<file path="config.mk">
export PLATFORM = sky130hd
export DESIGN_NAME = width_split_bridge
export DESIGN_NICKNAME = d
export VERILOG_FILES = /design/src/rtl/spl_pkg.sv /design/src/rtl/spl_classify.sv /design/src/rtl/spl_lanes.sv /design/src/rtl/width_split_bridge.sv
export SDC_FILE = /design/constraint.sdc
export NUM_CORES = 1
export LEC_CHECK = 0
export ABC_CLOCK_PERIOD_IN_PS = 4100
export BUFFER_PORTS_ARGS = -buffer_cell sky130_fd_sc_hd__buf_2
export CAP_MARGIN = 40
export CORE_MARGIN = 3
export CORE_UTILIZATION = 58
export CTS_BUF_LIST = sky130_fd_sc_hd__clkbuf_8
export DETAILED_ROUTE_END_ITERATION = 8
export PLACE_DENSITY = 0.84
export SYNTH_ARGS = -nofsm -noshare
export SYNTH_HDL_FRONTEND = slang
export SYNTH_SLANG_ARGS = --single-unit
</file>
<file path="constraint.sdc">
create_clock -name clk -period 4.1 [get_ports clk]
set_input_delay 0.205 -clock clk [delete_from_list [all_inputs] [get_ports clk]]
set_output_delay 0.205 -clock clk [all_outputs]
set_load 0.005 [all_outputs]
</file>
<file path="src/rtl/spl_pkg.sv">
package spl_pkg;

    localparam logic [1:0] NW_HOLE = 2'd0;

    // native width code -> bytes
    function automatic logic [2:0] code_bytes(input logic [1:0] c);
        case (c)
            2'd1:    return 3'd1;
            2'd2:    return 3'd2;
            2'd3:    return 3'd4;
            default: return 3'd0;
        endcase
    endfunction

    // host size code (already normalised) -> bytes
    function automatic logic [2:0] size_bytes(input logic [1:0] s);
        case (s)
            2'd0:    return 3'd1;
            2'd1:    return 3'd2;
            default: return 3'd4;
        endcase
    endfunction

    function automatic logic [31:0] lane_mask(input logic [2:0] nbytes);
        case (nbytes)
            3'd1:    return 32'h0000_00FF;
            3'd2:    return 32'h0000_FFFF;
            3'd4:    return 32'hFFFF_FFFF;
            default: return 32'h0;
        endcase
    endfunction

endpackage

</file>
<file path="src/rtl/spl_classify.sv">
module spl_classify
    import spl_pkg::*;
#(
    parameter int ADDR_W   = 16,
    parameter int WIN_BITS = 10,
    localparam int GRP_W   = WIN_BITS - 3
) (
    input  logic [ADDR_W-1:0]   addr,
    input  logic [1:0]          size,
    input  logic                wr,
    input  logic [1:0]          code,
    output logic [GRP_W-1:0]    group,
    output logic                err,
    output logic                rmw,
    output logic [WIN_BITS-1:0] base,
    output logic [1:0]          hsize,
    output logic [1:0]          last,
    output logic [1:0]          lane
);

    logic                unused_hi;
    logic [WIN_BITS-1:0] fa;
    logic [2:0]          nb, sb;
    logic [1:0]          nidx, diff;

    assign unused_hi = ^addr[ADDR_W-1:WIN_BITS];
    assign group     = addr[WIN_BITS-2:2];

    always_comb begin
        hsize = (size == 2'd3) ? 2'd2 : size;
        fa    = addr[WIN_BITS-1:0];
        if (hsize == 2'd1) fa[0]   = 1'b0;
        if (hsize == 2'd2) fa[1:0] = 2'b00;
        nb    = code_bytes(code);
        sb    = size_bytes(hsize);
        err   = fa[WIN_BITS-1] || (code == NW_HOLE);
        rmw   = (code != NW_HOLE) && (sb < nb);
        lane  = fa[1:0] & (nb[1:0] - 2'd1);
        base  = fa;
        if (rmw) base[1:0] = fa[1:0] & ~(nb[1:0] - 2'd1);
        nidx  = code - 2'd1;
        diff  = hsize - nidx;
        if (rmw)                  last = {1'b0, wr};
        else if (code == NW_HOLE) last = 2'd0;
        else begin
            case (diff)
                2'd0:    last = 2'd0;
                2'd1:    last = 2'd1;
                default: last = 2'd3;
            endcase
        end
    end

endmodule

</file>
<file path="src/rtl/spl_lanes.sv">
module spl_lanes
    import spl_pkg::*;
(
    input  logic [1:0]  ncode,
    input  logic [1:0]  hsize,
    input  logic [1:0]  lane,
    input  logic [1:0]  beat,
    input  logic [1:0]  last,
    input  logic        rmw,
    input  logic [31:0] wdata,
    input  logic [31:0] acc,
    input  logic [31:0] rdata,
    output logic [31:0] wr_data,
    output logic [31:0] acc_nx,
    output logic [31:0] result
);

    logic [2:0]  nb, sb, rb;
    logic [31:0] nmask, smask, rd_n;
    logic [5:0]  nbits, rmw_sh;
    logic [1:0]  steps;
    logic [7:0]  split_sh;

    always_comb begin
        nb       = code_bytes(ncode);
        sb       = size_bytes(hsize);
        nmask    = lane_mask(nb);
        smask    = lane_mask(sb);
        nbits    = {nb, 3'b000};
        steps    = last - beat;
        split_sh = 8'(steps) * 8'(nbits);
        rb       = nb - sb - {1'b0, lane};
        rmw_sh   = {rb, 3'b000};
        rd_n     = rdata & nmask;
        if (rmw) begin
            wr_data = (acc & ~(smask << rmw_sh)) | ((wdata & smask) << rmw_sh);
            acc_nx  = rd_n;
            result  = (acc_nx >> rmw_sh) & smask;
        end else begin
            wr_data = (wdata >> split_sh) & nmask;
            acc_nx  = (nb == 3'd4) ? rd_n : ((acc << nbits) | rd_n);
            result  = acc_nx;
        end
    end

endmodule

</file>
<file path="src/rtl/width_split_bridge.sv">
module width_split_bridge
    import spl_pkg::*;
#(
    parameter int ADDR_W   = 16,
    parameter int WIN_BITS = 10,
    localparam int GRP_W   = WIN_BITS - 3
) (
    input  logic                clk,
    input  logic                rst_n,
    input  logic                req_valid,
    output logic                req_ready,
    input  logic [ADDR_W-1:0]   req_addr,
    input  logic [1:0]          req_size,
    input  logic                req_wr,
    input  logic [31:0]         req_wdata,
    output logic                rsp_valid,
    output logic [31:0]         rsp_rdata,
    output logic                rsp_err,
    output logic [GRP_W-1:0]    map_group,
    input  logic [1:0]          map_code,
    output logic                dn_valid,
    input  logic                dn_ready,
    output logic [WIN_BITS-1:0] dn_addr,
    output logic [1:0]          dn_size,
    output logic                dn_wr,
    output logic [31:0]         dn_wdata,
    input  logic [31:0]         dn_rdata
);

    typedef struct packed {
        logic                busy;
        logic                rmw;
        logic                wr;
        logic [WIN_BITS-1:0] base;
        logic [1:0]          hsize;
        logic [1:0]          ncode;
        logic [1:0]          lane;
        logic [1:0]          beat;
        logic [1:0]          last;
        logic [31:0]         wdata;
        logic [31:0]         acc;
        logic                rsp_v;
        logic                rsp_e;
        logic [31:0]         rsp_d;
    } st_t;

    st_t st_q, st_d;

    logic                c_err, c_rmw;
    logic [WIN_BITS-1:0] c_base;
    logic [1:0]          c_hsize, c_last, c_lane;
    logic [31:0]         l_wdata, l_acc_nx, l_result;

    spl_classify #(.ADDR_W(ADDR_W), .WIN_BITS(WIN_BITS)) classify_i (
        .addr  (req_addr),
        .size  (req_size),
        .wr    (req_wr),
        .code  (map_code),
        .group (map_group),
        .err   (c_err),
        .rmw   (c_rmw),
        .base  (c_base),
        .hsize (c_hsize),
        .last  (c_last),
        .lane  (c_lane)
    );

    spl_lanes lanes_i (
        .ncode   (st_q.ncode),
        .hsize   (st_q.hsize),
        .lane    (st_q.lane),
        .beat    (st_q.beat),
        .last    (st_q.last),
        .rmw     (st_q.rmw),
        .wdata   (st_q.wdata),
        .acc     (st_q.acc),
        .rdata   (dn_rdata),
        .wr_data (l_wdata),
        .acc_nx  (l_acc_nx),
        .result  (l_result)
    );

    // downstream port driven from the registered beat state
    assign req_ready = !st_q.busy;
    assign dn_valid  = st_q.busy;
    assign dn_size   = st_q.ncode - 2'd1;
    assign dn_wr     = st_q.rmw ? (st_q.beat == 2'd1) : st_q.wr;
    assign dn_wdata  = l_wdata;
    assign dn_addr   = st_q.base +
                       (st_q.rmw ? '0 : (WIN_BITS'(st_q.beat) << (st_q.ncode - 2'd1)));
    assign rsp_valid = st_q.rsp_v;
    assign rsp_err   = st_q.rsp_e;
    assign rsp_rdata = st_q.rsp_d;

    always_comb begin
        st_d       = st_q;
        st_d.rsp_v = 1'b0;
        st_d.rsp_e = 1'b0;
        st_d.rsp_d = '0;
        if (!st_q.busy) begin
            if (req_valid) begin
                if (c_err) begin
                    st_d.rsp_v = 1'b1;
                    st_d.rsp_e = 1'b1;
                end else begin
                    st_d.busy  = 1'b1;
                    st_d.rmw   = c_rmw;
                    st_d.wr    = req_wr;
                    st_d.base  = c_base;
                    st_d.hsize = c_hsize;
                    st_d.ncode = map_code;
                    st_d.lane  = c_lane;
                    st_d.beat  = 2'd0;
                    st_d.last  = c_last;
                    st_d.wdata = req_wdata;
                    st_d.acc   = '0;
                end
            end
        end else if (dn_ready) begin
            if (!(st_q.rmw && st_q.beat == 2'd1)) st_d.acc = l_acc_nx;
            if (st_q.beat == st_q.last) begin
                st_d.busy  = 1'b0;
                st_d.rsp_v = 1'b1;
                st_d.rsp_d = st_q.wr ? 32'h0 : l_result;
            end else begin
                st_d.beat = st_q.beat + 2'd1;
            end
        end
    end

    always_ff @(posedge clk or negedge rst_n) begin
        if (!rst_n) st_q <= '0;
        else        st_q <= st_d;
    end

    // a stalled downstream access keeps every field steady
    p_hold_r8: assert property (@(posedge clk) disable iff (!rst_n)
        dn_valid && !dn_ready |=> dn_valid && $stable(dn_addr) && $stable(dn_size)
                                  && $stable(dn_wr) && $stable(dn_wdata));

    // nothing at or above the window limit reaches downstream
    p_window_r2: assert property (@(posedge clk) disable iff (!rst_n)
        dn_valid |-> !dn_addr[WIN_BITS-1]);

    // rejected request answers next cycle without downstream traffic
    p_reject_r3: assert property (@(posedge clk) disable iff (!rst_n)
        req_valid && req_ready && (req_addr[WIN_BITS-1] || map_code == NW_HOLE)
        |=> rsp_valid && rsp_err && !dn_valid);

    // error responses carry zero data
    p_errzero_r9: assert property (@(posedge clk) disable iff (!rst_n)
        rsp_valid && rsp_err |-> rsp_rdata == 32'h0);

    // host side closed while a downstream access is outstanding
    p_busy_r9: assert property (@(posedge clk) disable iff (!rst_n)
        dn_valid |-> !req_ready && !rsp_valid);

    // downstream size code never takes the unused value
    p_size_r4: assert property (@(posedge clk) disable iff (!rst_n)
        dn_valid |-> dn_size != 2'd3);

endmodule

</file>
==> results.sh, run 1 <==
export IMPL_status="finished, final reports clean"
export IMPL_fp_coreArea_um2=14640
export IMPL_switching_share_pct=51.27
export IMPL_clkPwrFrac_pct=12.0
export IMPL_wl_per_cell_um=20.66
export IMPL_synth_seq_cells=121
export IMPL_die_height_um=128.7
export IMPL_firstDrtPassIters=5
export IMPL_synth_compound_area_share_pct=22.95
export IMPL_cts_sinks=121
export IMPL_worstPathCellList="xor3_1 -> and2_1 -> ha_1 -> fa_1 -> or2_2 -> a2111oi_4 -> a32o_1 -> buf_2"
export IMPL_relSlewSlack_pct=47.31
export IMPL_cpPeakStageDelay_ns=0.62
export IMPL_root_buffer="clkbuf_8"
export IMPL_avgSynthCellArea_um2=8.267
export IMPL_port_buffers=170
export IMPL_fin_crit_ns=3.915
export IMPL_synthMuxAreaShare_pct=7.826
export IMPL_tns_ns=0
export IMPL_dieArea_um2=16560
export IMPL_drv_slew=0
export IMPL_drive_above_1_share_pct=22.52
export IMPL_yosys_top_cells_area="dfrtp_1 35%, nand2_1 9.9%, mux2i_1 5.5%"
export IMPL_cts_clk_slew_worst_paths_ns=0.07
export IMPL_yosysWarnings=0
export IMPL_dieWidth_um=128.7
export IMPL_async_flop_share_pct=100.0
export IMPL_finalSetupViolCount=0
export IMPL_ys_types=63
export IMPL_tightest_slew_ns=0.7903
export IMPL_yosysSeqAreaShare_pct=34.69
export IMPL_drc=0
export IMPL_cp_slowest_cell="a2111oi_4"
export IMPL_combinationalPowerShare_pct=66.6
export IMPL_synth_edff_count=0
export IMPL_cts_max_path_buffers=2
export IMPL_startpoint_type="register"
export IMPL_synth_top_cells_by_count="230 x nand2_1, 121 x dfrtp_1, 79 x a21oi_1"
export IMPL_clkLatencyLatePin_ns=0.47
export IMPL_viasPerCell=6.534
export IMPL_pwr_share_seq_pct=21.4
export IMPL_path_class="reg -> out"
export IMPL_grt_pass1_vias=8460
export IMPL_wl_um=28840
export IMPL_diodes=0
export IMPL_yosysTopAreaCell="dfrtp_1"
export IMPL_finalHoldViolCount=0
export IMPL_drt_iter0_drc=1112
export IMPL_grt_start_max_net_pins=58
export IMPL_critPathMaxFanout=8
export IMPL_dr_total_vias=9121
export IMPL_start_util_pct=59.61
export IMPL_synthesis_nets=1172
export IMPL_htree_levels=4
export IMPL_p_leak_nw=4.945
export IMPL_cts_buffers=17
export IMPL_required_ns=3.89
export IMPL_syn_to_final_growth_pct=18.39
export IMPL_finClkSkew_ns=0.01422
export IMPL_final_min_period_over_clock_period_pct=95.49
export IMPL_dpl_cell_area_um2=9376
export IMPL_ant_nets=0
export IMPL_fillers=1112
export IMPL_antenna_found_initial=0
export IMPL_worstPathArrival_ns=3.71
export IMPL_fin_nets=1315
export IMPL_gp_congestion=1.010
export IMPL_peakVddDrop_mv=0.7088
export IMPL_switching_power_mw=5.222
export IMPL_cap_violations=0
export IMPL_synth_xor_area_share_pct=1.763
export IMPL_hold_path_class="in -> reg"
export IMPL_grt_pass1_wl_um=45080
export IMPL_io_pins=177
export IMPL_yosysMostFrequentCell="nand2_1"
export IMPL_fin_hold_ws_ns=0.04247
export IMPL_synth_top_family_by_area="compound AO/OA/AOI/OAI gates"
export IMPL_p_int_mw=4.962
export IMPL_p_per_area_nw_per_um2=985.4
export IMPL_final_util_pct=70.57
export IMPL_rsz0062_at_grt="no"
export IMPL_synth_simple_area_share_pct=20.22
export IMPL_cts_tree="yes"
export IMPL_synthAdderAreaFrac_pct=4.214
export IMPL_rows=44
export IMPL_synth_top_flop_cell="dfrtp_1"
export IMPL_postLayoutCellArea_um2=10330
export IMPL_syn_inst=1056
export IMPL_synth_top_area_share_pct=34.69
export IMPL_grt_overflow_total=0
export IMPL_fmax_mhz=255.4
export IMPL_end_kind="output port"
export IMPL_hpwl_um=19800
export IMPL_synth_area_um2=8730
export IMPL_grt_total_usage_pct=34.95
==> worst paths after layout <==
path | start | end | slack [ns] | cells after the start
setup reg to reg | st_q[106] | rsp_rdata[23] | 0.50 | 10
hold reg to reg | st_q[111] | st_q[111] | 0.49 | 2
min in group asynchronous | rst_n | st_q[52] | 0.21 | 2
setup / recovery | st_q[101] | dn_wdata[0] | 0.18 | 8
max in group asynchronous | rst_n | st_q[100] | 2.90 | 3
hold / removal | req_addr[9] | rsp_err | 0.04 | 3
==> logic make-up after synthesis <==
family                     after synthesis
xor gates and xnor gates                12
AOI/OAI and AO/OA                      290
muxes                                   66
DFF                                    121
buffers and inverters                  144
adders and majority gates               27
and+or+nand+nor                        396
==> critical path, delay by kind of cell (launching register included) <==
family / cells / cell delay (ns)
compound gates: 2 / 0.91
fa+ha+maj: 2 / 0.71
simple gates: 2 / 0.55
flops: 1 / 0.50
xor+xnor: 1 / 0.45
buf+inv: 1 / 0.13
==> state kept, by name, indices dropped and copies added (netlist names) <==
register and count:
st_q 86, rsp_rdata 32, rsp_err 1, dn_valid 1, rsp_valid 1
==> stage by stage <==
step	std cells	setup slack [ns]	power [mW]
floorplan	1056	0.7076	6.574
global placement	1316	0.5727	8.217
detailed placement	1317	0.5260	8.335
CTS	1391	0.0002127	9.601
global route	1396	0.004046	10.80
finish	1396	0.1848	10.18
==> final cells by class <==
type	count	area [um^2]	area share, %
Inverter	31	120.1	1.162
Clock inverter	14	193.9	1.877
Multi-Input combinational cell	791	5007	48.45
Sequential cell	121	3029	29.31
Clock buffer	18	247.7	2.397
Timing Repair Buffer	237	1506	14.58
Tap cell	184	230.2	2.228
==> metal layers <==
metal	wire length (um)	up-vias	track usage, %
met5	0	-	0
met4	1333	0	14.76
met3	3531	126	8.053
met2	13000	737	54.09
met1	10980	4253	47.41
li1	-	4005	-
==> power groups by stage <==
stage	Combinational, mW	Sequential [mW]	Clock (mW)
after floorplan	4.67	1.90	0
after global placement	6.08	2.14	0
after detailed placement	6.18	2.15	0
after CTS	6.25	2.13	1.22
after global routing	7.31	2.21	1.28
final	6.79	2.18	1.22
==> timing repair <==
| item | CTS | global route |
|---|---|---|
| pin swaps | 1 | 2 |
| buffers inserted | 0 | 5 |
| endpoints found under the hold margin | 66 | 0 |
| hold buffers | 42 | 0 |
| endpoints found under the setup margin | 1 | 30 |
| resized for setup | 0 | 11 |
==> placed cells by master, fill, tap and decap left out, types with 23 or more instances in the layout <==
cell           count
nand2_1          228
buf_2            169
dfrtp_1          120
a21oi_1           79
nor2_1            62
mux2i_1           48
dlygate4sd3_1     42
o22ai_1           32
o21ai_0           31
inv_1             29
nor2b_1           24
ha_1              23
(Power assumes the default switching activity.)
==> run 2: changes to the inputs <==
--- a/config.mk
+++ b/config.mk
@@ -9,10 +9,10 @@
 export BUFFER_PORTS_ARGS = -buffer_cell sky130_fd_sc_hd__buf_2
 export CAP_MARGIN = 40
 export CORE_MARGIN = 3
-export CORE_UTILIZATION = 58
+export CORE_UTILIZATION = 46
 export CTS_BUF_LIST = sky130_fd_sc_hd__clkbuf_8
 export DETAILED_ROUTE_END_ITERATION = 8
-export PLACE_DENSITY = 0.84
+export PLACE_DENSITY = 0.69
 export SYNTH_ARGS = -nofsm -noshare
 export SYNTH_HDL_FRONTEND = slang
 export SYNTH_SLANG_ARGS = --single-unit
==> constraint.sdc (replaced) <==
create_clock -name clk -period 4.1 [get_ports clk]
set_input_delay 0 -clock clk [delete_from_list [all_inputs] [get_ports clk]]
set_output_delay 0 -clock clk [all_outputs]
set_load 0.005 [all_outputs]
==> run 2 against run 1 <==
Compared with the run above: final cell count increased by 5.7%; via count shrank 4.1%; count of clock-buffer cells in the layout unchanged; wire length increased by 1.5%; die area rose by 25%; sequential power down 2%; clock power hardly changed; worst setup slack better by 0.049 ns; largest power group unchanged; highest routed layer is now met5.
==> results.sh, run 2 (same netlist as run 1, synthesis figures left out) <==
export IMPL_status="finished, final reports clean"
export IMPL_grt_total_usage_pct=28.30
export IMPL_drive_above_1_share_pct=21.43
export IMPL_cap_violations=0
export IMPL_cts_setup_buffers=0
export IMPL_tightest_slew_ns=0.8533
export IMPL_dieWidth_um=143.8
export IMPL_dr_total_vias=8746
export IMPL_drc=0
export IMPL_clkLatencyLatePin_ns=0.45
export IMPL_finalSetupViolCount=0
export IMPL_die_height_um=143.8
export IMPL_final_min_period_over_clock_period_pct=94.30
export IMPL_p_per_area_nw_per_um2=927.2
export IMPL_peakVddDrop_mv=0.7061
export IMPL_viasPerCell=5.929
export IMPL_fin_hold_ws_ns=0.03027
export IMPL_dieArea_um2=20670
export IMPL_cts_sinks=121
export IMPL_regMostFlops="st_q"
export IMPL_grt_start_max_net_pins=58
export IMPL_grt_pass1_wl_um=45700
export IMPL_fin_crit_ns=3.866
export IMPL_firstDrtPassIters=5
export IMPL_finClkSkew_ns=0.01396
export IMPL_wl_per_cell_um=19.84
export IMPL_largest_reg_flops=86
export IMPL_syn_to_final_growth_pct=22.63
export IMPL_diodes=0
export IMPL_final_cell_mix="228 x nand2_1, 169 x buf_2, 121 x dfrtp_1"
export IMPL_grt_pass1_vias=8427
export IMPL_fp_coreArea_um2=18330
export IMPL_start_util_pct=47.62
export IMPL_required_ns=4.10
export IMPL_fin_nets=1349
export IMPL_hold_path_class="in -> reg"
export IMPL_htree_levels=4
export IMPL_gp_congestion=0.9296
export IMPL_p_leak_nw=5.080
export IMPL_tns_ns=0
export IMPL_final_common_cell="nand2_1"
export IMPL_ant_nets=0
export IMPL_antenna_found_initial=1
export IMPL_root_buffer="clkbuf_8"
export IMPL_rsz0062_at_grt="no"
export IMPL_end_kind="output port"
export IMPL_worstPathArrival_ns=3.87
export IMPL_grt_overflow_total=0
export IMPL_final_util_pct=58.40
export IMPL_cts_buffers=17
export IMPL_hpwl_um=20100
export IMPL_fillers=1606
export IMPL_rows=49
export IMPL_cts_max_path_buffers=2
export IMPL_cts_clk_slew_worst_paths_ns=0.08
export IMPL_startpoint_type="register"
export IMPL_wl_um=29270
export IMPL_fmax_mhz=258.6
export IMPL_drv_slew=0
export IMPL_relSlewSlack_pct=43.11
export IMPL_port_buffers=170
export IMPL_io_pins=177
export IMPL_path_class="reg -> out"
export IMPL_critPathMaxFanout=8
export IMPL_cts_tree="yes"
export IMPL_finalHoldViolCount=0
export IMPL_drt_iter0_drc=979
-- run 2: metal layers --
layer | GRT usage (%) | vias to the layer above | part of all wire (%) | wire [um]
met5 | 0 | - | 0.024 | 7
met4 | 9.713 | 2 | 3.1 | 906
met3 | 5.790 | 73 | 9.7 | 2844
met2 | 43.19 | 521 | 44 | 13000
met1 | 40.13 | 4073 | 43 | 12510
li1 | - | 4077 | - | -
-- run 2: what timing repair did --
| item | CTS | global route |
|---|---|---|
| endpoints found under the hold margin | 144 | 0 |
| hold buffers | 78 | 0 |
| endpoints found under the setup margin | 0 | 16 |
| gates resized for setup | 0 | 3 |
-- run 2: critical path: stages (launching register included) --
cell	delay, ns
dfrtp_1	0.50
ha_1	0.21
xor3_1	0.29
and2_1	0.19
ha_1	0.21
fa_1	0.51
or3_1	0.45
a2111oi_4	0.64
nand3_1	0.14
nand2_1	0.13
buf_2	0.13
-- run 2: path summary, 6_finish.rpt --
kind	from	end	slack (ns)	cells after the start
max in group asynchronous	rst_n	st_q[49]	2.93	3
worst min-delay path	dn_rdata[2]	st_q[36]	0.03	3
worst max register to register	st_q[106]	rsp_rdata[16]	0.56	9
worst min register to register	st_q[112]	st_q[112]	0.49	2
worst max-delay path	st_q[100]	dn_wdata[30]	0.23	10
min in group asynchronous	rst_n	rsp_err	0.16	2
-- run 2: per-stage QoR --
stage	std cells	setup WS (ns)	power (mW)	area [um^2]
finish	1475	0.2336	9.926	10710
global route	1475	0.01985	10.58	10710
CTS	1475	0.08852	9.777	10700
detailed placement	1365	0.6338	8.463	9472
global placement	1363	0.6527	8.327	9432
floorplan	1056	0.9126	6.574	8730
-- run 2: where the power goes --
| part | switching [mW] | total (mW) | internal [mW] | leakage [nW] |
|---|---|---|---|---|
| Clock | 0.539 | 1.22 | 0.682 | 0.217 |
| Combinational | 4.02 | 6.57 | 2.55 | 3.27 |
| Sequential | 0.558 | 2.13 | 1.58 | 1.59 |
-- run 2: area by class of cell --
cell class / count / area [um^2] / share of cell area (%)
Clock inverter: 14 / 195.2 / 1.823
Timing Repair Buffer: 271 / 1832 / 17.11
Tap cell: 229 / 286.5 / 2.676
Sequential cell: 121 / 3028 / 28.28
Inverter: 31 / 116.4 / 1.087
Clock buffer: 18 / 247.7 / 2.314
Multi-Input combinational cell: 791 / 5000 / 46.70
==> run 3: changes to the inputs <==
==> constraint.sdc (replaced) <==
create_clock -name clk -period 4.1 [get_ports clk]
set_input_delay 1.025 -clock clk [delete_from_list [all_inputs] [get_ports clk]]
set_output_delay 1.025 -clock clk [all_outputs]
set_load 0.005 [all_outputs]
==> run 3 against run 2 <==
Compared with the run above: the flow now finishes with violations (negative setup slack); clock power is 4% lower; combinational power up 14%; worst setup slack got worse by 0.58 ns; global-route usage decreased by 0.55 points; sequential power barely moved; maximum frequency decreased by 13%; final area shrank 1.6%; flip-flop and latch count is the same; critical path depth is 2 higher; total power up 9.1%; hold slack better by 0.47 ns; first-iteration DRC count rose by 11%; largest cell class unchanged.
==> results.sh, run 3 (same netlist as run 1, synthesis figures left out) <==
export IMPL_clkLatencyLatePin_ns=0.45
export IMPL_fin_crit_ns=4.443
export IMPL_wl_per_cell_um=20.18
export IMPL_dp_slack_ns=-0.03787
export IMPL_start_util_pct=47.62
export IMPL_worstPathArrival_ns=3.42
export IMPL_power_mw=10.83
export IMPL_dieWidth_um=143.8
export IMPL_worstPathCellList="inv_1 -> ha_1 -> xor3_1 -> buf_6 -> and2_4 -> fa_2 -> or3_4 -> a211oi_4 -> nand2_1 -> buf_6 -> o211ai_1 -> buf_2"
export IMPL_io_pins=177
export IMPL_tightest_slew_ns=0.7515
export IMPL_cp_common_cell="buf_6"
export IMPL_fmax_mhz=225.1
export IMPL_finalSetupViolCount=32
export IMPL_final_cell_mix="228 x nand2_1, 169 x buf_2, 120 x dfrtp_1"
export IMPL_dpl_cell_area_um2=9692
export IMPL_rows=49
export IMPL_fillers=1675
export IMPL_r2r_end="rsp_rdata[16]"
export IMPL_wl_um=29010
export IMPL_fin_nets=1312
export IMPL_final_util_pct=57.44
export IMPL_status="complete, but fails checks"
export IMPL_die_height_um=143.8
export IMPL_worst_slack_ns=-0.3425
export IMPL_grt_overflow_total=0
export IMPL_dp_cells=1394
export IMPL_hold_path_class="reg -> reg"
export IMPL_largest_reg_flops=86
export IMPL_fp_coreArea_um2=18330
export IMPL_required_ns=3.07
export IMPL_grt_pass1_wl_um=44570
export IMPL_firstDrtPassIters=5
export IMPL_critPathMaxFanout=8
export IMPL_dr_total_vias=8623
export IMPL_cpPeakStageDelay_ns=0.48
export IMPL_cp_slowest_cell="fa_2"
export IMPL_final_common_cell="nand2_1"
export IMPL_port_buffers=170
export IMPL_stdcell_count=1438
export IMPL_hpwl_um=20480
export IMPL_drc=0
export IMPL_tns_ns=-7.055
export IMPL_path_class="reg -> out"
export IMPL_final_min_period_over_clock_period_pct=108.4
export IMPL_drv_slew=0
export IMPL_drive_above_1_share_pct=28.70
export IMPL_fin_hold_ws_ns=0.4999
export IMPL_rsz0062_at_grt="yes"
export IMPL_finalHoldViolCount=0
export IMPL_grt_pass1_vias=8001
export IMPL_p_per_area_nw_per_um2=1028
export IMPL_worstHoldStart="st_q[112]"
export IMPL_startpoint_type="register"
export IMPL_ant_nets=0
export IMPL_dieArea_um2=20670
export IMPL_p_leak_nw=5.001
export IMPL_postLayoutCellArea_um2=10530
export IMPL_r2r_start="st_q[107]"
export IMPL_failed_checks="negative setup slack"
export IMPL_htree_levels=4
export IMPL_regMostFlops="st_q"
export IMPL_viasPerCell=5.997
export IMPL_grt_total_usage_pct=27.76
export IMPL_cts_tree="yes"
export IMPL_holdPathEnd="st_q[112]"
export IMPL_drt_iter0_drc=1090
export IMPL_ff2ff_setup_slack_ns=0.61
export IMPL_holdPathStages=2
export IMPL_antenna_found_initial=1
export IMPL_rr_worst_depth=10
export IMPL_gp_congestion=0.9396
export IMPL_finClkSkew_ns=0.01170
export IMPL_peakVddDrop_mv=0.6628
export IMPL_cap_violations=0
export IMPL_grt_start_max_net_pins=74
export IMPL_syn_to_final_growth_pct=20.61
export IMPL_cts_max_path_buffers=2
export IMPL_cts_buffers=17
export IMPL_diodes=0
export IMPL_relSlewSlack_pct=49.76
export IMPL_end_kind="output port"
export IMPL_root_buffer="clkbuf_8"
export IMPL_cts_sinks=121
export IMPL_cts_clk_slew_worst_paths_ns=0.08
-- run 3: how the worst max path moves through the flow --
stage / startpoint / endpoint
2_1_floorplan: st_q[107] / dn_wdata[0]
3_3_place_gp: st_q[98] / dn_wdata[15]
3_5_place_dp: st_q[98] / dn_wdata[15]
4_1_cts: st_q[98] / dn_wdata[15]
5_1_grt: st_q[98] / dn_wdata[15]
6_report: st_q[98] / dn_wdata[9]
-- run 3: critical path, delay by kind of cell (launching register included) --
family | cells | cell delay [ns]
xor gates and xnor gates | 1 | 0.25
adders and majority gates | 2 | 0.63
AOI/OAI and AO/OA | 2 | 0.50
and+or+nand+nor | 3 | 0.68
DFF | 1 | 0.38
buffers and inverters | 4 | 0.53
-- run 3: area by class of cell --
cell class	instances	area (um^2)	share of cell area [%]
multi-input combinational	791	5279	50.14
sequential	121	3029	28.77
timing repair buffer	234	1389	13.19
tap	229	286.5	2.721
clock buffer	20	275.3	2.614
clock inverter	12	148.9	1.414
inverter	31	121.4	1.153
-- run 3: power by group --
group,internal [mW],switching (mW)
registers,1.58,0.572
clock network,0.647,0.521
logic,3.16,4.35
total,5.38,5.45
-- run 3: layer usage --
layer	global-route usage [%]	vias to the layer above	part of all wire, %
met1	40.38	4024	43
met3	5.225	69	10
met4	9.663	2	2.8
met2	41.47	534	44
met5	0	-	0.024
li1	-	3994	-
-- run 3: timing repair --
item / 4_1_cts / 5_1_grt
hold buffers: 0 / 0
pin swaps: 15 / 17
cloned: 0 / 0
hold endpoints to repair: 0 / 0
buffers inserted: 7 / 5
endpoints found under the setup margin: 37 / 37
gates resized for setup: 34 / 39
